$ cat config.mk
export PLATFORM = sky130hd
export DESIGN_NAME = trig_seq
export DESIGN_NICKNAME = d
export VERILOG_FILES = /design/src/rtl/trig_seq_pkg.sv /design/src/rtl/trig_sync.sv /design/src/rtl/trig_cond_match.sv /design/src/rtl/trig_period_timer.sv /design/src/rtl/trig_delay.sv /design/src/rtl/trig_out_map.sv /design/src/rtl/trig_seq.sv
export SDC_FILE = /design/constraint.sdc
export NUM_CORES = 1
export LEC_CHECK = 0
export CAP_MARGIN = 30
export CORE_ASPECT_RATIO = 0.75
export CORE_MARGIN = 4
export CORE_UTILIZATION = 40
export DETAILED_ROUTE_END_ITERATION = 8
export GPL_ROUTABILITY_DRIVEN = 1
export PLACE_DENSITY_LB_ADDON = 0.25
export REMOVE_ABC_BUFFERS = 1
export SETUP_SLACK_MARGIN = 0.2
export SLEW_MARGIN = 20
export SYNTH_ARGS = -nofsm -noshare
export SYNTH_HDL_FRONTEND = slang
export SYNTH_SLANG_ARGS = --single-unit
$ cat constraint.sdc
create_clock -name clk -period 3.35 [get_ports clk]
set_input_delay 0.67 -clock clk [delete_from_list [all_inputs] [get_ports clk]]
set_output_delay 0.67 -clock clk [all_outputs]
set_load 0.02 [all_outputs]
$ cat src/rtl/trig_seq_pkg.sv
package trig_seq_pkg;
   typedef enum logic [1:0] {
      PIN_OFF  = 2'b00,
      PIN_KEEP = 2'b01,
      PIN_LOW  = 2'b10,
      PIN_HIGH = 2'b11
   } pin_code_e;
endpackage

$ cat src/rtl/trig_sync.sv
module trig_sync #(
   parameter int W      = 10,
   parameter int STAGES = 2
) (
   input  logic         clk,
   input  logic         rst_n,
   input  logic [W-1:0] d,
   output logic [W-1:0] q
);
   logic [W-1:0] stg [STAGES];

   generate
      for (genvar k = 0; k < STAGES; k++) begin : g_stage
         if (k == 0) begin : g_first
            always_ff @(posedge clk or negedge rst_n) begin
               if (!rst_n) stg[0] <= '0;
               else        stg[0] <= d;
            end
         end else begin : g_next
            always_ff @(posedge clk or negedge rst_n) begin
               if (!rst_n) stg[k] <= '0;
               else        stg[k] <= stg[k-1];
            end
         end
      end
   endgenerate

   assign q = stg[STAGES-1];
endmodule

$ cat src/rtl/trig_cond_match.sv
module trig_cond_match
   import trig_seq_pkg::*;
#(
   parameter int NUM_PINS = 10
) (
   input  logic                  clk,
   input  logic                  rst_n,
   input  logic [2*NUM_PINS-1:0] cond_cfg,
   input  logic [NUM_PINS-1:0]   pins,
   output logic                  ext_mode,
   output logic                  fire
);
   logic [NUM_PINS-1:0] pin_ok;
   logic                match;
   logic                match_q;

   generate
      for (genvar i = 0; i < NUM_PINS; i++) begin : g_pin
         pin_code_e code;
         assign code = pin_code_e'(cond_cfg[2*i +: 2]);
         always_comb begin
            case (code)
               PIN_LOW:  pin_ok[i] = ~pins[i];
               PIN_HIGH: pin_ok[i] = pins[i];
               default:  pin_ok[i] = 1'b1;
            endcase
         end
      end
   endgenerate

   assign match    = &pin_ok;
   assign ext_mode = (cond_cfg != '0);

   always_ff @(posedge clk or negedge rst_n) begin
      if (!rst_n) match_q <= 1'b0;
      else        match_q <= match;
   end

   assign fire = ext_mode & match & ~match_q;

   // an edge detection cannot repeat on the following cycle
   a_r4_single_edge: assert property (@(posedge clk) disable iff (!rst_n)
      fire |=> !fire);
endmodule

$ cat src/rtl/trig_period_timer.sv
module trig_period_timer #(
   parameter int CNT_W   = 32,
   parameter int MIN_REP = 256
) (
   input  logic             clk,
   input  logic             rst_n,
   input  logic             enable,
   input  logic [CNT_W-1:0] period_cfg,
   output logic             fire
);
   localparam logic [CNT_W-1:0] REP_MIN = CNT_W'(MIN_REP);
   localparam logic [CNT_W-1:0] ONE     = CNT_W'(1);

   logic [CNT_W-1:0] per_q;
   logic [CNT_W-1:0] cnt;
   logic             arm_q;
   logic             repeat_on;
   logic             wrap;
   logic             rewrite;

   assign repeat_on = (per_q >= REP_MIN);
   assign wrap      = repeat_on && (cnt == per_q - ONE);
   assign rewrite   = (period_cfg != per_q);

   always_ff @(posedge clk or negedge rst_n) begin
      if (!rst_n) begin
         per_q <= '0;
         cnt   <= '0;
         arm_q <= 1'b0;
      end else if (rewrite) begin
         per_q <= period_cfg;
         cnt   <= '0;
         arm_q <= (period_cfg == ONE);
      end else begin
         arm_q <= 1'b0;
         if (wrap)           cnt <= '0;
         else if (repeat_on) cnt <= cnt + ONE;
      end
   end

   assign fire = enable & (wrap | arm_q);

   // a stopped timer stays quiet
   a_r7_stop_quiet: assert property (@(posedge clk) disable iff (!rst_n)
      (per_q == '0 && !arm_q) |-> !fire);
   // a period change restarts the count
   a_r9_restart: assert property (@(posedge clk) disable iff (!rst_n)
      rewrite |=> (cnt == '0));
endmodule

$ cat src/rtl/trig_delay.sv
module trig_delay #(
   parameter int CNT_W = 32
) (
   input  logic             clk,
   input  logic             rst_n,
   input  logic             fire,
   input  logic [CNT_W-1:0] delay_cfg,
   output logic             strobe
);
   localparam logic [CNT_W-1:0] ONE = CNT_W'(1);

   logic [CNT_W-1:0] dcnt;
   logic             busy;

   always_ff @(posedge clk or negedge rst_n) begin
      if (!rst_n) begin
         dcnt   <= '0;
         busy   <= 1'b0;
         strobe <= 1'b0;
      end else begin
         strobe <= 1'b0;
         if (busy) begin
            if (dcnt == ONE) begin
               busy   <= 1'b0;
               strobe <= 1'b1;
            end else begin
               dcnt <= dcnt - ONE;
            end
         end else if (fire) begin
            if (delay_cfg == '0) begin
               strobe <= 1'b1;
            end else begin
               busy <= 1'b1;
               dcnt <= delay_cfg;
            end
         end
      end
   end

   // an accepted trigger loads the programmed delay
   a_r5_load: assert property (@(posedge clk) disable iff (!rst_n)
      (!busy && fire && delay_cfg != '0) |=> (busy && dcnt == $past(delay_cfg)));
   // no strobe while the countdown still has cycles to run
   a_r6_hold: assert property (@(posedge clk) disable iff (!rst_n)
      (busy && dcnt > ONE) |=> !strobe);
   // strobe lasts one cycle
   a_r10_one_cycle: assert property (@(posedge clk) disable iff (!rst_n)
      strobe |=> !strobe);
endmodule

$ cat src/rtl/trig_out_map.sv
module trig_out_map
   import trig_seq_pkg::*;
#(
   parameter int NUM_PINS = 10
) (
   input  logic                  clk,
   input  logic                  rst_n,
   input  logic [2*NUM_PINS-1:0] out_cfg,
   input  logic                  pulse_active,
   output logic [NUM_PINS-1:0]   gpio_out,
   output logic [NUM_PINS-1:0]   gpio_oe
);
   generate
      for (genvar i = 0; i < NUM_PINS; i++) begin : g_pin
         pin_code_e code;
         assign code       = pin_code_e'(out_cfg[2*i +: 2]);
         assign gpio_oe[i] = (code != PIN_OFF);

         always_ff @(posedge clk or negedge rst_n) begin
            if (!rst_n) begin
               gpio_out[i] <= 1'b0;
            end else begin
               case (code)
                  PIN_OFF:  gpio_out[i] <= 1'b0;
                  PIN_LOW:  gpio_out[i] <= ~pulse_active;
                  PIN_HIGH: gpio_out[i] <= pulse_active;
                  default:  gpio_out[i] <= gpio_out[i];
               endcase
            end
         end

         // a released pin reads low on the next cycle
         a_r11_off_low: assert property (@(posedge clk) disable iff (!rst_n)
            (code == PIN_OFF) |=> !gpio_out[i]);
      end
   endgenerate
endmodule

$ cat src/rtl/trig_seq.sv
module trig_seq #(
   parameter int NUM_PINS    = 10,
   parameter int CNT_W       = 32,
   parameter int MIN_REP     = 256,
   parameter int SYNC_STAGES = 2
) (
   input  logic                  clk,
   input  logic                  rst_n,
   input  logic [NUM_PINS-1:0]   gpio_in,
   input  logic [2*NUM_PINS-1:0] cond_cfg,
   input  logic [CNT_W-1:0]      delay_cfg,
   input  logic [CNT_W-1:0]      period_cfg,
   input  logic [2*NUM_PINS-1:0] out_cfg,
   input  logic                  xmit_busy,
   output logic                  trig_strobe,
   output logic                  xmit_req,
   output logic [NUM_PINS-1:0]   gpio_out,
   output logic [NUM_PINS-1:0]   gpio_oe
);
   generate
      if (NUM_PINS < 1 || NUM_PINS > 16) begin : g_bad_pins
         $error("trig_seq: NUM_PINS out of range");
      end
      if (CNT_W < 9) begin : g_bad_w
         $error("trig_seq: CNT_W too narrow for the repetitive period");
      end
      if (MIN_REP < 2 || MIN_REP >= (2 ** (CNT_W > 30 ? 30 : CNT_W))) begin : g_bad_rep
         $error("trig_seq: MIN_REP out of range");
      end
      if (SYNC_STAGES < 2) begin : g_bad_sync
         $error("trig_seq: synchronizer needs two stages");
      end
   endgenerate

   logic [NUM_PINS-1:0] pins_s;
   logic                ext_mode;
   logic                ext_fire;
   logic                int_fire;
   logic                strobe;

   trig_sync #(.W(NUM_PINS), .STAGES(SYNC_STAGES)) u_sync (
      .clk   (clk),
      .rst_n (rst_n),
      .d     (gpio_in),
      .q     (pins_s)
   );

   trig_cond_match #(.NUM_PINS(NUM_PINS)) u_match (
      .clk      (clk),
      .rst_n    (rst_n),
      .cond_cfg (cond_cfg),
      .pins     (pins_s),
      .ext_mode (ext_mode),
      .fire     (ext_fire)
   );

   trig_period_timer #(.CNT_W(CNT_W), .MIN_REP(MIN_REP)) u_timer (
      .clk        (clk),
      .rst_n      (rst_n),
      .enable     (~ext_mode),
      .period_cfg (period_cfg),
      .fire       (int_fire)
   );

   trig_delay #(.CNT_W(CNT_W)) u_delay (
      .clk       (clk),
      .rst_n     (rst_n),
      .fire      (ext_fire | int_fire),
      .delay_cfg (delay_cfg),
      .strobe    (strobe)
   );

   trig_out_map #(.NUM_PINS(NUM_PINS)) u_out (
      .clk          (clk),
      .rst_n        (rst_n),
      .out_cfg      (out_cfg),
      .pulse_active (xmit_busy),
      .gpio_out     (gpio_out),
      .gpio_oe      (gpio_oe)
   );

   assign trig_strobe = strobe;
   assign xmit_req    = strobe;

   // the timer never fires while the pins select the trigger
   a_r12_timer_gated: assert property (@(posedge clk) disable iff (!rst_n)
      ext_mode |-> !int_fire);
endmodule

==> out/results.txt, run 1 <==
The sequential-to-total area share from yosys stat is 40.9%, and the number of global-route vias before repair is 7324. Endpoint of the worst setup timing path: u_timer.cnt[17]. The first routing iteration left 747 violations. STA classifies the critical path endpoint as a register. TritonCTS built the clock tree.

After layout, the worst path uses 101% of the clock period. For the total negative slack for setup checks, the log shows -0.142 ns. For the worst path required time, the log shows 3.65 ns. The leading area contributor after synthesis is sky130_fd_sc_hd__dfrtp_1. The total overflow left after global routing is 0. The startpoint identified for the worst register-to-register timing path is u_timer.per_q[0].

The worst-skew pair later-pin latency was 0.43 ns; the detailed placement HPWL was 19400 um. For this design the static power due to leakage is 4.32 nW. Counting both buffers and inverters, the worst setup path holds a total of 2. Clock-pin slew was measured on the worst setup and hold paths at 0.06 ns. The number of placed I/O pins is 139. The final count of hold timing violations was 0. The commonest cells after synthesis are 130 x sky130_fd_sc_hd__dfrtp_1, 75 x sky130_fd_sc_hd__nand2_1, 63 x sky130_fd_sc_hd__clkbuf_1. The share of the core filled with cells in the final layout is 55.7%, and the ratio of routed vias to standard cells is 5.77. The number of nets in the layout was 1184; the critical-path maximum fanout was 14.

In this run the number of cells on the critical path is 12. In this run the register-to-register setup slack is -0.04 ns. The run gives 0 as the number of antenna cells inserted. In this run the worst hold path is classified as primary input to async pin.

The clock tree synthesis step divided the H-tree into 4 levels. The cell type with the highest occurrence count on the critical path was sky130_fd_sc_hd__or4b_4. The tree is rooted in a sky130_fd_sc_hd__clkbuf_16. The maximum cell stage delay along the critical path came out at 0.54 ns. The die is 171 um wide.

Summing every instance area after synthesis gives 7950 um^2. The Yosys step of the flow raised 0 warnings. The tools report the clock buffer count from CTS as 17. The routability-driven placement congestion ratio was 0.955; the die area was 22200 um^2. Summed over all layers, the routed wires come to 25500 um.

The routed wirelength normalized by instance count was 19.2 um. Data arrives at the worst endpoint at 3.69 ns. The number of standard cells after synthesis is 903. Entering global routing, the biggest net connects 83 pins.

Worst-case clock skew: 0.0128 ns. The flow ran to the end, but the final reports show violations. The power per unit of standard cell area was 467 nW/um^2. The share of synthesized area in the top cell type comes to 40.9%.

The number of detailed-route iterations in the first pass was 5. Traced cell by cell, the critical path runs through inv_1 -> ha_1 -> or4b_4 -> or4_4 -> or4b_4 -> a41oi_2 -> a41o_1 -> and4_4 -> a21oi_4 -> buf_12 -> and3_1 -> a221o_1. In the post-synthesis netlist, the biggest area contributors are sky130_fd_sc_hd__dfrtp_1 41%, sky130_fd_sc_hd__xor2_1 6.1%, sky130_fd_sc_hd__xnor2_1 4.5%.

Broken down by cell family, the worst path's largest delay share belongs to simple AND/OR/NAND/NOR gates. The logs give 40.9% for the starting utilization of the core area and 130 for the number of sinks driven by the clock tree. Setup repair after global routing could not meet its margin everywhere. Subtracting the final worst setup slack from the clock period gives 3.39 ns. The async set-reset flop share out of synthesis is 100%, and the count of hold-fix buffers inserted at cts is 0. The number of nets still failing antenna checks after routing came out at 0. Max-cap violations in this run came to 0. The number of antenna violations at the first check in global routing was 0. The final setup slack of the worst path came out at -0.0392 ns. The number of distinct standard cells referenced by the synthesized netlist is 67, and the mean instance size in the synthesized netlist is 8.80 um^2. Tracing the worst setup path back leads to its startpoint at u_timer.per_q[0]. After floorplanning, the core was sized to cover 19400 um^2.

At the pin with the least slew margin, the transition time is 0.611 ns. The setup slack at placement came out at -0.153 ns. Of the cells placed in the final design, the portion with a size suffix greater than 1 is 15.2%. The maximum buffer depth of the clock tree is 2, and the relative slew slack is 59.0%. For this run, the leading register cell type out of synthesis is sky130_fd_sc_hd__dfrtp_1. The slowest stage of the critical path belongs to the cell sky130_fd_sc_hd__or4b_4. The worst register-to-register path ends at u_timer.cnt[17]. The launching element type of the critical path was a register. Detailed routing inserted a total of 7663 vias. Setup violations remaining at the end of the flow were counted as 6. Synthesis inferred 130 register bits. The logs give 23.1% for the total routing resource utilization after global routing and 44 for the total number of placement rows.

The y dimension of the die was 130 um. Static timing analysis puts the maximum clock frequency at 295 MHz. In the routed design, unresolved DRC markers number 0. The checks that failed: negative setup slack.

The area overhead of the layout relative to synthesis was 36.1%. The number of cells traversed by the worst register-to-register path was 12; the number of I/O port buffers was 138. The worst-case IR drop observed on VDD is 306 uV.

The setup path with the least slack is of type register to register. Yosys instantiated no cell more often than sky130_fd_sc_hd__dfrtp_1. The number of slew-limit violations in the final report was 0; the number of flops mapped to enable cells by yosys was 0.

The first global-routing pass estimated 40100 um of wire.
cell families (layout without fill, tap and decap cells):
group                      Yosys count  count (layout)  share of synthesized area (%)
adders and majority gates            4               4                          0.630
and+or+nand+nor                    368             368                           24.7
muxes                               20              20                           2.53
buffers and inverters              103             275                           5.49
AOI/OAI and AO/OA                  182             182                           15.2
xor gates and xnor gates            96              96                           10.6
DFF                                130             130                           40.9
power breakdown:
group | switching (mW) | internal, mW
Combinational | 0.525 | 0.525
Clock | 0.684 | 1.30
Sequential | 0.237 | 1.79
final cells by class:
cell class	count	area (um^2)
Timing Repair Buffer	219	2090
Tap cell	253	317
Multi-Input combinational cell	670	4440
Sequential cell	130	3250
Fill cell	1754	8620
Inverter	25	93.8
Clock inverter	9	154
Clock buffer	22	474
layout by cell type, fill, tap and decap left out, types with 9 or more instances in the layout:
cell type | synthesis | final
sky130_fd_sc_hd__a211oi_1 | 10 | 9
sky130_fd_sc_hd__a21o_1 | 14 | 14
sky130_fd_sc_hd__a21oi_1 | 27 | 18
sky130_fd_sc_hd__a22oi_1 | 9 | 9
sky130_fd_sc_hd__and3_1 | 12 | 12
sky130_fd_sc_hd__buf_4 | 1 | 68
sky130_fd_sc_hd__buf_6 | 5 | 9
sky130_fd_sc_hd__clkbuf_16 | 0 | 18
sky130_fd_sc_hd__clkdlybuf4s50_1 | 0 | 137
sky130_fd_sc_hd__dfrtp_1 | 130 | 130
sky130_fd_sc_hd__inv_1 | 24 | 24
sky130_fd_sc_hd__mux2i_1 | 19 | 19
sky130_fd_sc_hd__nand2_1 | 75 | 75
sky130_fd_sc_hd__nand3_1 | 42 | 42
sky130_fd_sc_hd__nand4_1 | 26 | 26
sky130_fd_sc_hd__nor2_1 | 60 | 59
sky130_fd_sc_hd__nor3_1 | 30 | 27
sky130_fd_sc_hd__nor3b_1 | 9 | 9
sky130_fd_sc_hd__nor4_1 | 53 | 50
sky130_fd_sc_hd__o21ai_0 | 53 | 35
sky130_fd_sc_hd__o21ai_1 | 3 | 19
sky130_fd_sc_hd__o22ai_1 | 14 | 11
sky130_fd_sc_hd__or2_2 | 16 | 16
sky130_fd_sc_hd__xnor2_1 | 41 | 41
sky130_fd_sc_hd__xor2_1 | 55 | 55
worst register-to-register path: cells and delay by family (launching register included):
family          cells  cell delay [ns]
simple gates        5             1.89
flops               1             0.38
fa+ha+maj           1             0.15
buf+inv             2             0.21
compound gates      4             0.64
registers in the layout (all words and copies together), names as in the netlist:
register         cells
u_sync.stg          10
u_timer.per_q       32
u_delay.strobe       1
u_timer.arm_q        1
u_sync.q            10
u_out.gpio_out      10
u_delay.dcnt        32
u_timer.cnt         32
u_match.match_q      1
u_delay.busy         1
layer usage:
layer | GRT usage, % | routed length [um] | part of all wire [%] | vias up
li1 | - | - | - | 3624
met1 | 35.6 | 12300 | 48 | 3659
met2 | 32.1 | 10200 | 40 | 364
met3 | 6.90 | 2780 | 11 | 16
met4 | 4.51 | 216 | 0.85 | 0
met5 | 0 | 0 | 0 | -
worst min path at each step:
stage              startpoint     endpoint  slack (ns)
2_1_floorplan  u_sync.stg[10]  u_sync.q[0]        0.33
5_1_grt                 rst_n  u_sync.q[1]        0.21
3_3_place_gp   u_sync.stg[14]  u_sync.q[4]        0.33
3_5_place_dp   u_sync.stg[11]  u_sync.q[1]        0.34
6_report                rst_n  u_sync.q[2]        0.18
4_1_cts                 rst_n  u_sync.q[5]        0.19
timing repair:
action                     in CTS  in global routing
setup endpoints to repair      65                 65
resized for setup              34                 30
setup buffers                   4                  2
pin swaps                       4                 11
gates cloned                    1                  1
through the flow:
stage | hold WS, ns | cell area, um^2 | total power, mW | std cells
5_1_grt | 0.205 | 10800 | 5.30 | 1328
2_1_floorplan | 0.331 | 7610 | 2.54 | 825
3_3_place_gp | 0.332 | 9910 | 3.03 | 1289
6_report | 0.177 | 10800 | 5.06 | 1328
3_5_place_dp | 0.337 | 9910 | 3.04 | 1289
4_1_cts | 0.188 | 10700 | 5.05 | 1325
(Power assumes the default switching activity.)
==> run 2, diff against run 1 <==
--- a/config.mk
+++ b/config.mk
@@ -14,6 +14,7 @@
 export PLACE_DENSITY_LB_ADDON = 0.25
 export REMOVE_ABC_BUFFERS = 1
 export SETUP_SLACK_MARGIN = 0.2
+export SKIP_LAST_GASP = 1
 export SLEW_MARGIN = 20
 export SYNTH_ARGS = -nofsm -noshare
 export SYNTH_HDL_FRONTEND = slang
==> out/results.txt, run 2 (synthesized netlist as in run 1, its figures left out) <==
The total via count in the routed design is 7622 (was 7663). The starting utilization of the core area was 40.9% (unchanged). The number of detailed-route iterations in the first pass was 5 (unchanged); the wire length reported by the detailed router was 25400 um (was 25500 um).

For the final setup slack of the worst path, the log shows -0.0447 ns (was -0.0392 ns). Root buffer selected by CTS: sky130_fd_sc_hd__clkbuf_16 (unchanged). The die area was 22200 um^2 (unchanged).

The logs give 1758 (was 1754) for the filler cell count in the final layout and 1.45 mW (about the same) for the switching power. The critical-path maximum fanout is 14 (unchanged). The leakage power summed over all cells is 4.30 nW (was 4.32 nW), and the post-layout total power is 5.05 mW (was 5.06 mW).

The slew at the pin with the worst max-slew slack works out to 0.664 ns (was 0.611 ns). Setup repair after global routing could not meet its margin everywhere. Maximum number of pins on one net before global-route repair: 83 (unchanged).

Cell-by-cell trace of the critical path: inv_1 -> ha_1 -> or4b_4 -> or4_4 -> or4b_4 -> a41oi_2 -> a41o_1 -> and4_4 -> a21oi_4 -> buf_12 -> and3_1 -> a221o_1 (unchanged). Number of nets in the layout: 1184 (unchanged). The tools report the number of slew-limit violations in the final report as 0 (unchanged). The maximum buffer depth of the clock tree is 2 (unchanged), and the routability-driven placement congestion ratio is 0.955 (unchanged). Largest registers: u_delay.dcnt (32), u_timer.cnt (32), u_timer.per_q (32) (unchanged).

The arrival time reported for the critical path endpoint was 3.70 ns (was 3.69 ns). The tools report the clock share of power as 39.3% (was 39.2%). The cell type with the highest occurrence count on the critical path is sky130_fd_sc_hd__or4b_4 (unchanged). The total global routing overflow is 0 (unchanged), and the horizontal die dimension is 171 um (unchanged). The clock transition at the registers of the reported paths is 0.07 ns (was 0.06 ns). The tools report the type of element capturing the critical path as a register (unchanged). The routed wirelength normalized by instance count was 19.1 um (was 19.2 um); the total routing resource utilization after global routing was 23.0% (was 23.1%). Commonest cells after routing, fill and taps aside: 137 x sky130_fd_sc_hd__clkdlybuf4s50_1, 130 x sky130_fd_sc_hd__dfrtp_1, 75 x sky130_fd_sc_hd__nand2_1, 68 x sky130_fd_sc_hd__buf_4, 59 x sky130_fd_sc_hd__nor2_1 (unchanged).

First-pass GRT wire length: 40100 um (about the same). The worst-case clock skew is 0.0158 ns (was 0.0128 ns). The post-detailed-placement cell area came out at 9910 um^2 (unchanged). The type of the most critical hold path is primary input to async pin (unchanged).

The relative slew slack came out at 55.4% (was 59.0%). TritonCTS built the clock tree. The tools report the standard cell core area as 19400 um^2 (unchanged). The sequential share of power came out at 40.1% (was 40.0%). The starting DRC count in detailed routing was 732 (was 747); the maximum cell stage delay along the critical path was 0.54 ns (about the same). The upper clock frequency limit is 295 MHz (about the same).

The number of nets still failing antenna checks after routing is 0 (unchanged), and the clock buffer count from CTS is 17 (unchanged). Number of global-route vias before repair: 7307 (was 7324). The number of placed I/O pins came out at 139 (unchanged). The ratio of routed vias to standard cells came out at 5.74 (was 5.77).

Number of antenna violations at the first check in global routing: 0 (unchanged). For the count of max-cap constraint violations, the log shows 0 (unchanged). The internal cell power came out at 3.61 mW (about the same). The number of antenna cells inserted was 0 (unchanged); the worst path required time was 3.65 ns (about the same). The count of hold-fix buffers inserted at cts came out at 0 (unchanged). The residual DRC count was 0 (unchanged).

The worst-case vdd ir drop came out at 306 uV (about the same). The power per unit of standard cell area was 469 nW/um^2 (was 467 nW/um^2); the total number of placement rows was 44 (unchanged). The number of H-tree levels was 4 (unchanged); the worst-skew pair later-pin latency was 0.43 ns (about the same). The number of I/O port buffers was 138 (unchanged). The post-route standard cell area excluding fillers is 10800 um^2 (about the same). The part of the total power dissipated in combinational logic is 20.7% (was 20.8%), and the share of total power consumed by net switching is 28.6% (about the same).

The ratio of cells with drive above 1 in the final layout is 14.3% (was 15.2%), and the worst hold slack is 0.179 ns (was 0.177 ns). The flow ran to the end, but the final reports show violations. The tools report the detailed placement HPWL as 19400 um (unchanged).

Y dimension of the die: 130 um (unchanged). The final critical path time including I/O delays and setup was 3.39 ns (about the same); the final setup violation count was 10 (was 6). Violated checks: negative setup slack (unchanged). The tools report the launching element type of the critical path as a register (unchanged). The area overhead of the layout relative to synthesis is 35.5% (was 36.1%).

The run gives 130 (unchanged) as the number of sinks driven by the clock tree. Most frequent standard cell in the layout excluding fill and tap cells: sky130_fd_sc_hd__clkdlybuf4s50_1 (unchanged). The run gives 0 (unchanged) as the final count of hold timing violations. The slowest cell on the critical path was sky130_fd_sc_hd__or4b_4 (unchanged). The post-route fraction of the period consumed by the critical path was 101% (about the same). The critical path start-end classification is register to register (unchanged).
run 2: cell types whose count changed in the layout (fill, tap and decap cells not counted):
cell	change
sky130_fd_sc_hd__a21oi_2	-3
sky130_fd_sc_hd__and2_1	+1
sky130_fd_sc_hd__and2_2	-1
sky130_fd_sc_hd__o22ai_1	+1
sky130_fd_sc_hd__o21ai_0	+1
sky130_fd_sc_hd__o21ai_2	-2
sky130_fd_sc_hd__a21oi_4	-1
sky130_fd_sc_hd__o311ai_2	-1
sky130_fd_sc_hd__a21oi_1	+4
sky130_fd_sc_hd__o311ai_1	+1
sky130_fd_sc_hd__o21ai_1	+1
sky130_fd_sc_hd__o22ai_2	-1
run 2: final cells by class:
cell class / instances / area [um^2] / area share (%)
Clock inverter: 9 / 154 / 1.43
Timing Repair Buffer: 219 / 2090 / 19.4
Multi-Input combinational cell: 670 / 4390 / 40.8
Tap cell: 253 / 317 / 2.94
Sequential cell: 130 / 3250 / 30.2
Inverter: 25 / 93.8 / 0.871
Clock buffer: 22 / 474 / 4.40
run 2: worst paths after layout:
kind / slack (ns) / from / endpoint / depth (start not counted)
max in group asynchronous: 2.36 / rst_n / u_timer.cnt[26] / 2
min: 0.18 / rst_n / u_sync.q[2] / 1
max reg2reg: -0.04 / u_timer.per_q[0] / u_timer.cnt[17] / 12
max: -0.04 / u_timer.per_q[0] / u_timer.cnt[17] / 12
min in group clk: 0.35 / u_sync.stg[12] / u_sync.q[2] / 0
min reg2reg: 0.35 / u_sync.stg[12] / u_sync.q[2] / 0
run 2: power groups by stage:
stage	Clock, mW	Combinational, mW	Sequential [mW]
floorplan	0	0.509	2.03
global placement	0	0.992	2.03
detailed placement	0	1.01	2.04
CTS	2.01	1.02	2.01
global route	2.09	1.15	2.06
finish	1.98	1.04	2.02
run 2: worst max-delay path, delay by kind of cell, from the launching register on:
kind	cells	cell delay [ns]
adder cells (fa/ha/maj)	1	0.15
AND/OR/NAND/NOR	5	1.87
AO/OA/AOI/OAI	4	0.64
buffers and inverters	2	0.22
flip-flops	1	0.38
run 2: repair_timing:
action / 4_1_cts / 5_1_grt
pin swaps: 4 / 11
endpoints found under the setup margin: 65 / 65
cloned: 1 / 1
buffers inserted: 4 / 2
gates resized for setup: 29 / 24
run 2: metal layers:
layer	track usage, %	part of all wire (%)
met2	31.9	40
met3	6.87	11
met4	4.51	0.86
met1	35.6	48
met5	0	0
run 2: per-stage QoR:
stage                     setup slack, ns  cells  utilization, %  setup TNS (ns)
final                             -0.0447   1328            55.4          -0.225
after global routing               -0.128   1328            55.4           -2.82
after CTS                         -0.0366   1325            54.8          -0.117
after detailed placement           -0.153   1289            51.0           -2.48
after global placement            -0.0720   1289            51.0          -0.663
after floorplan                    -0.741    825               -          -20.73
==> run 3, diff against run 2 <==
--- a/config.mk
+++ b/config.mk
@@ -6,14 +6,14 @@
 export NUM_CORES = 1
 export LEC_CHECK = 0
 export CAP_MARGIN = 30
-export CORE_ASPECT_RATIO = 0.75
 export CORE_MARGIN = 4
 export CORE_UTILIZATION = 40
+export CTS_CLUSTER_DIAMETER = 30
 export DETAILED_ROUTE_END_ITERATION = 8
 export GPL_ROUTABILITY_DRIVEN = 1
 export PLACE_DENSITY_LB_ADDON = 0.25
 export REMOVE_ABC_BUFFERS = 1
-export SETUP_SLACK_MARGIN = 0.2
+export SETUP_SLACK_MARGIN = 0.02
 export SKIP_LAST_GASP = 1
 export SLEW_MARGIN = 20
 export SYNTH_ARGS = -nofsm -noshare
==> out/results.txt, run 3 (synthesized netlist as in run 1, its figures left out) <==
The maximum cell stage delay along the critical path works out to 0.53 ns (was 0.54 ns). The cell type with the highest occurrence count on the critical path is sky130_fd_sc_hd__or4b_4 (unchanged). The leakage power summed over all cells was 4.19 nW (was 4.30 nW).

Die area: 22200 um^2 (about the same). The tools report the starting DRC count in detailed routing as 466 (was 732). The area overhead of the layout relative to synthesis is 32.7% (was 35.5%).

The run gives 1 (was 0) as the number of antenna violations at the first check in global routing. The run gives 40.7% (was 40.9%) as the starting utilization of the core area. The routed wirelength normalized by instance count is 17.7 um (was 19.1 um), and the detailed placement HPWL is 17600 um (was 19400 um). The residual DRC count is 0 (unchanged). The total negative slack for setup checks is -0.0669 ns (was -0.225 ns), and the number of placed I/O pins is 139 (unchanged). The number of slew-limit violations in the final report was 0 (unchanged). The type of the most critical hold path is primary input to async pin (unchanged).

The clock transition at the registers of the reported paths works out to 0.06 ns (was 0.07 ns). The tools report the worst-skew pair later-pin latency as 0.43 ns (about the same). The root buffer selected by CTS is sky130_fd_sc_hd__clkbuf_16 (unchanged). The slew at the pin with the worst max-slew slack is 0.657 ns (was 0.664 ns). The total routing resource utilization after global routing was 21.4% (was 23.0%). The tools report the detailed-route wire length on metal 1 as 10500 um (was 12200 um).

Violated checks: negative setup slack (unchanged). The routability-driven placement congestion ratio was 0.965 (was 0.955). The most frequent standard cell in the layout excluding fill and tap cells was sky130_fd_sc_hd__clkdlybuf4s50_1 (unchanged).

The final count of hold timing violations is 0 (unchanged), and the number of buffer and inverter instances along the worst setup path is 2 (unchanged). The slowest cell on the critical path is sky130_fd_sc_hd__or4b_4 (unchanged). The maximum buffer depth of the clock tree is 2 (unchanged), and the wire length reported by the detailed router is 23600 um (was 25400 um). Relative slew slack: 56.2% (was 55.4%). Y dimension of the die: 149 um (was 130 um). The worst-case clock skew was 0.0149 ns (was 0.0158 ns); the power per unit of standard cell area was 449 nW/um^2 (was 469 nW/um^2). The met2 layer wire length in the routed design is 10900 um (was 10100 um), and the final setup violation count is 4 (was 10). TritonCTS built the clock tree.

The logs give 130 (unchanged) for the number of sinks driven by the clock tree and 6 (was 5) for the number of detailed-route iterations in the first pass. The total via count in the routed design came out at 7454 (was 7622). The tools report the type of element capturing the critical path as a register (unchanged). The ratio of routed vias to standard cells works out to 5.60 (was 5.74). The count of hold-fix buffers inserted at cts was 0 (unchanged). The critical path start-end classification is register to register (unchanged). For the arrival time reported for the critical path endpoint, the log shows 3.69 ns (was 3.70 ns). The tools report the maximum number of pins on one net before global-route repair as 70 (was 83).

The number of H-tree levels came out at 4 (unchanged). Commonest cells after routing, fill and taps aside: 137 x sky130_fd_sc_hd__clkdlybuf4s50_1, 130 x sky130_fd_sc_hd__dfrtp_1, 75 x sky130_fd_sc_hd__nand2_1, 66 x sky130_fd_sc_hd__buf_4, 59 x sky130_fd_sc_hd__nor2_1 (was 137 x sky130_fd_sc_hd__clkdlybuf4s50_1, 130 x sky130_fd_sc_hd__dfrtp_1, 75 x sky130_fd_sc_hd__nand2_1, 68 x sky130_fd_sc_hd__buf_4, 59 x sky130_fd_sc_hd__nor2_1). The standard cell core area is 19500 um^2 (was 19400 um^2), and the count of max-cap constraint violations is 0 (unchanged).

The critical-path maximum fanout is 26 (was 14). The ratio of cells with drive above 1 in the final layout is 12.9% (was 14.3%), and the worst-case vdd ir drop is 318 uV (was 306 uV). The number of global-route vias before repair came out at 7351 (was 7307). The first-pass GRT wire length is 37900 um (was 40100 um). The run finished, with violations left. The total met3 wirelength after detailed routing was 1790 um (was 2820 um); the final critical path time including I/O delays and setup was 3.38 ns (was 3.39 ns).

The launching element type of the critical path was a register (unchanged). Dominant delay contributor by cell family on the critical path: simple AND/OR/NAND/NOR gates (unchanged). Largest registers: u_delay.dcnt (32), u_timer.cnt (32), u_timer.per_q (32) (unchanged). Setup repair after global routing could not meet its margin everywhere. Filler cell count in the final layout: 1836 (was 1758). Cell-by-cell trace of the critical path: inv_1 -> ha_1 -> or4b_4 -> or4_4 -> or4b_4 -> a41oi_2 -> a41o_1 -> and4_4 -> a21oi_4 -> buf_12 -> and3_1 -> a221o_1 (unchanged). Topmost layer with routed signal wires: met5 (was met4). For the total global routing overflow, the log shows 0 (unchanged). Post-route fraction of the period consumed by the critical path: 101% (about the same). The total number of placement rows was 51 (was 44). The final setup slack of the worst path is -0.0325 ns (was -0.0447 ns), and the upper clock frequency limit is 296 MHz (was 295 MHz). The horizontal die dimension is 149 um (was 171 um). The post-layout total power is 4.73 mW (was 5.05 mW). The worst path required time was 3.66 ns (was 3.65 ns). The tools report the number of nets in the layout as 1175 (was 1184). Number of I/O port buffers: 138 (unchanged). For the clock buffer count from CTS, the log shows 17 (unchanged). The run gives 0 (unchanged) as the number of antenna cells inserted.

The tools report the number of nets still failing antenna checks after routing as 0 (unchanged).
## run 3: cell count changes in the layout (fill, tap and decap cells not counted), sizes merged
cell      change
buf           -8
bufinv        -4
clkbuf        -4
clkinv        +3
clkinvlp      -1
inv           +5
## run 3: final cells by class
cell class / instances / area, um^2 / share of cell area [%]
sequential: 130 / 3250 / 30.8
clock inverter: 12 / 103 / 0.973
timing repair buffer: 210 / 1990 / 18.9
multi-input combinational: 670 / 4340 / 41.1
clock buffer: 19 / 433 / 4.10
inverter: 25 / 93.8 / 0.890
tap: 265 / 332 / 3.14
## run 3: report_power, final
part	switching (mW)	leakage (nW)	internal, mW	total, mW
registers	0.250	1.58	1.79	2.04
logic	0.480	2.35	0.508	0.988
clock network	0.753	0.261	0.959	1.71
## run 3: repair_timing
action                                 CTS  global route
resized for setup                       10             9
endpoints found under the hold margin    0             0
buffers inserted                         0             2
setup endpoints to repair               42            53
pin swaps                                2             6
## run 3: through the flow
step	util (%)	setup WS (ns)	cell area, um^2	hold slack, ns	std cells
4_1_cts	53.7	-0.0340	10500	0.265	1329
3_3_place_gp	50.8	-0.0827	9920	0.333	1298
3_5_place_dp	50.8	-0.111	9920	0.335	1298
2_1_floorplan	-	-0.741	7610	0.331	825
5_1_grt	54.0	-0.160	10500	0.283	1331
6_report	54.0	-0.0325	10500	0.235	1331
## run 3: final timing paths
| check | slack (ns) | to | start | cells past startpoint |
|---|---|---|---|---|
| min reg2reg | 0.34 | u_sync.q[3] | u_sync.stg[13] | 0 |
| max reg2reg | -0.03 | u_timer.cnt[17] | u_timer.per_q[0] | 12 |
| min in group clk | 0.34 | u_sync.q[3] | u_sync.stg[13] | 0 |
| max | -0.03 | u_timer.cnt[17] | u_timer.per_q[0] | 12 |
| min | 0.23 | u_sync.q[6] | rst_n | 1 |
| max in group asynchronous | 2.38 | u_delay.dcnt[10] | rst_n | 2 |
## run 3: worst register-to-register path: cells and delay by family (launching register included)
family,cells,cell delay (ns)
simple gates,5,1.87
compound gates,4,0.65
flops,1,0.37
buf+inv,2,0.23
fa+ha+maj,1,0.15
## run 3: layer usage
| metal | vias to the layer above | global-route usage (%) |
|---|---|---|
| li1 | 3594 | - |
| met4 | 2 | 7.32 |
| met5 | - | 0 |
| met1 | 3552 | 28.7 |
| met2 | 271 | 33.9 |
| met3 | 35 | 5.53 |
